===== src/rtl/branch_decide.sv =====
module branch_decide #(
  parameter int W     = 16,
  parameter int OFS_W = 8,
  parameter int CNT_W = 6,
  parameter int SEL_W = 3
) (
  input  logic [W-1:0]     instr,
  input  logic             flag_n,
  input  logic             flag_z,
  input  logic             flag_v,
  input  logic             flag_c,
  input  logic [W-1:0]     pc_in,
  input  logic [W-1:0]     reg_in,
  output logic [SEL_W-1:0] loop_reg,
  output logic             taken,
  output logic [W-1:0]     target_pc,
  output logic [W-1:0]     wb_data,
  output logic             wb_en,
  output logic             not_branch
);
  localparam int BR_PAD  = W - OFS_W - 1;
  localparam int CNT_PAD = W - CNT_W - 1;

  logic         is_br, is_loop, cond, nxv;
  logic [3:0]   sel;
  logic [W-1:0] br_ofs, loop_ofs, dec;

  assign is_br   = (instr[14:11] == 4'd0) && (instr[15] || instr[10:8] != 3'd0);
  assign is_loop = (instr[15:9] == 7'b0111111);
  assign sel     = {instr[15], instr[10:8]};
  assign nxv     = flag_n ^ flag_v;

  always_comb begin
    case (sel)
      4'h1:    cond = 1'b1;
      4'h2:    cond = !flag_z;
      4'h3:    cond = flag_z;
      4'h4:    cond = !nxv;
      4'h5:    cond = nxv;
      4'h6:    cond = !(flag_z | nxv);
      4'h7:    cond = flag_z | nxv;
      4'h8:    cond = !flag_n;
      4'h9:    cond = flag_n;
      4'hA:    cond = !(flag_c | flag_z);
      4'hB:    cond = flag_c | flag_z;
      4'hC:    cond = !flag_v;
      4'hD:    cond = flag_v;
      4'hE:    cond = !flag_c;
      4'hF:    cond = flag_c;
      default: cond = 1'b0;
    endcase
  end

  assign br_ofs   = {{BR_PAD{instr[OFS_W-1]}}, instr[OFS_W-1:0], 1'b0};
  assign loop_ofs = {{CNT_PAD{1'b0}}, instr[CNT_W-1:0], 1'b0};
  assign dec      = reg_in - {{(W-1){1'b0}}, 1'b1};

  assign loop_reg   = instr[CNT_W+SEL_W-1:CNT_W];
  assign target_pc  = is_br ? pc_in + br_ofs : (is_loop ? pc_in - loop_ofs : pc_in);
  assign taken      = is_br ? cond : (is_loop && dec != '0);
  assign wb_en      = is_loop;
  assign wb_data    = is_loop ? dec : '0;
  assign not_branch = !is_br && !is_loop;
endmodule


===== config.mk =====
export PLATFORM = sky130hd
export DESIGN_NAME = branch_decide
export DESIGN_NICKNAME = d
export VERILOG_FILES = /design/src/rtl/branch_decide.sv
export SDC_FILE = /design/constraint.sdc
export NUM_CORES = 1
export LEC_CHECK = 0
export CAP_MARGIN = 20
export CORE_MARGIN = 10
export CORE_UTILIZATION = 30
export DETAILED_ROUTE_END_ITERATION = 16
export GPL_TIMING_DRIVEN = 0
export REMOVE_ABC_BUFFERS = 1
export SYNTH_ARGS = -nofsm -noshare
export SYNTH_HDL_FRONTEND = slang
export SYNTH_SLANG_ARGS = --single-unit
export TNS_END_PERCENT = 10

===== constraint.sdc =====
create_clock -name vclk -period 10.8
set_input_delay 2.16 -clock vclk [all_inputs]
set_output_delay 2.16 -clock vclk [all_outputs]
set_load 0.01 [all_outputs]

==> results of run 1 <==
## metrics by stage
stage	cell area (sq um)	cells
floorplan	1750	258
finish	2760	423
global route	2760	423
detailed placement	2750	422
CTS	2750	422
global placement	2730	421
## where the power goes
| part | switching (mW) | total [mW] | internal [mW] |
|---|---|---|---|
| sequential | 0 | 0 | 0 |
| clock | 0 | 0 | 0 |
| combinational | 0.0482 | 0.101 | 0.0529 |
| total | 0.0482 | 0.101 | 0.0529 |
## critical path: stages
cell,delay [ps]
clkdlybuf4s50_1,490
and4b_1,270
nand4_1,420
buf_6,330
or4_1,660
nor4_1,270
xor2_1,170
nand2_1,70
o31ai_1,110
clkdlybuf4s50_1,590
## placed cells by master (no fill, tap or decap), drive strengths merged, types with 5 or more instances in the layout
| cell | Yosys | routed |
|---|---|---|
| clkdlybuf4s50 | 0 | 88 |
| nor2 | 39 | 39 |
| a21oi | 22 | 22 |
| ha | 22 | 22 |
| inv | 20 | 20 |
| xnor2 | 17 | 17 |
| nand2 | 14 | 14 |
| o21ai | 14 | 14 |
| xor2 | 12 | 12 |
| nor3 | 9 | 9 |
| or3 | 6 | 6 |
| a31oi | 6 | 6 |
| or4 | 6 | 6 |
| nor4 | 5 | 5 |
| a21o | 5 | 5 |
| mux2i | 5 | 5 |
## cell families (layout without fill, tap and decap cells)
kind of cell,count (synthesis),after routing,synth area share
xor+xnor,29,29,0.139
compound gates,80,80,0.298
simple gates,98,98,0.272
buf+inv,36,111,0.0843
mux,6,6,0.0336
fa+ha+maj,24,24,0.173
## metal layers
metal,up-vias,GRT usage,part of all wire
met2,59,0.204,0.47
met5,-,0,0
met3,0,0.0324,0.076
li1,1145,-,-
met1,960,0.144,0.46
met4,0,0.00224,0
## final timing paths
kind / startpoint / end / slack (ps) / cells past startpoint
hold / removal: pc_in[0] / target_pc[0] / 4320 / 0
setup / recovery: instr[15] / target_pc[13] / 3090 / 10
## cell type report
class	instances	area, sq um
tap	75	93.8
timing repair buffer	90	907
multi-input combinational	237	1680
inverter	21	78.8
fill	602	3160
==> reports/qor.txt, run 1 <==
Pwr Density: 36.6 nW/um^2
Crit Path Class: input port to output pin
global-route wire length before repair: 10000 um
Post-Synthesis Cell Area: 1830 sq um
final hold violation count: 0
relative slew slack: 0.507
GPL Wtd Cong: 0.902
status: finished clean
Mapped Avg Cell Area: 6.69 sq um
Tot Pwr: 101 uW
detailed router's first-iteration violation count: 34
top cells by count, synth: nor2_1, a21oi_1, ha_1
DP Wirelength: 5110 um
vias in the first global route: 2137
dominant cells by area after synthesis: ha_1, xnor2_1, nor2_1
VDD IR max: 0.0143 mV
seq_cells: 0
worst path required time: 8640 ps
initial antenna violation count: 0
Final TNS setup: 0 ps
Tmin final: 7710 ps
WL/cell: 14.4 um
Max FO, Critical Path: 15
# Post-CTS Setup Buffers: 0
final worst path period share: 0.714
FP Rows: 28
Synth area leader: ha_1
layout cell share with drive strength beyond 1: 0.0230
I/O pin cnt: 90
Synth top area share: 0.151
Hold Path Class: input port to output pin
CTS hold repair buffers: 0
Die Wd: 98.0 um
drt total wl: 6110 um
most common cell in the netlist: nor2_1
clock buffers: 0
FF/Latch Area: 0 sq um
Hold WS: 4320 ps
GR Util All Layers: 0.116
final setup violating endpoints: 0
Post-CTS Resized: 0
n_diodes: 0
Synth warnings: 0
Avg Vias per Cell: 5.12
# DRC: 0
Floorplan Core Area: 5920 sq um
max cap viols: 0
post-route ant nets: 0
Worst EP arrival: 5550 ps
sequential fraction of the synthesis area: 0
setup slack at placement: 2660 ps
leakage: 1.08 nW
Vias: 2164
Die H: 98.0 um
pin count of the biggest net entering global routing: 26
Pre-antenna DRT Iters: 4
Slew @ Worst Pin: 720 ps
Layout area overhead: 51.3%
global route overflow: 0
Mapped Cells: 273
final core utilization: 0.467
port bufs: 88
Max Slew Vio Count: 0
crit end category: output pin
Final #Nets: 426
Netlist cell types: 51
die area: 9600 sq um
Peak Freq: 0.130 GHz
RSZ-0062 raised after global routing: no
initial core utilization: 0.308
Worst setup SP type: input port
setup ws final: 3090 ps
Note: power is estimated with default switching activity, not from simulation.
==> run 2: changes to the inputs <==
- clock period: 10.8 -> 6.7 ns (I/O delays scaled with it)
==> results of run 2 <==
The final DEF is identical to that of run 1. Status: finished clean.
Among the figures that moved: setup slack after placement 2660 ps -> 204 ps; setup slack after layout 3090 ps -> 632 ps; hold slack 4320 ps -> 2680 ps; total power 0.101 mW -> 0.163 mW; worst IR drop on VDD 0.0143 mV -> 0.0230 mV
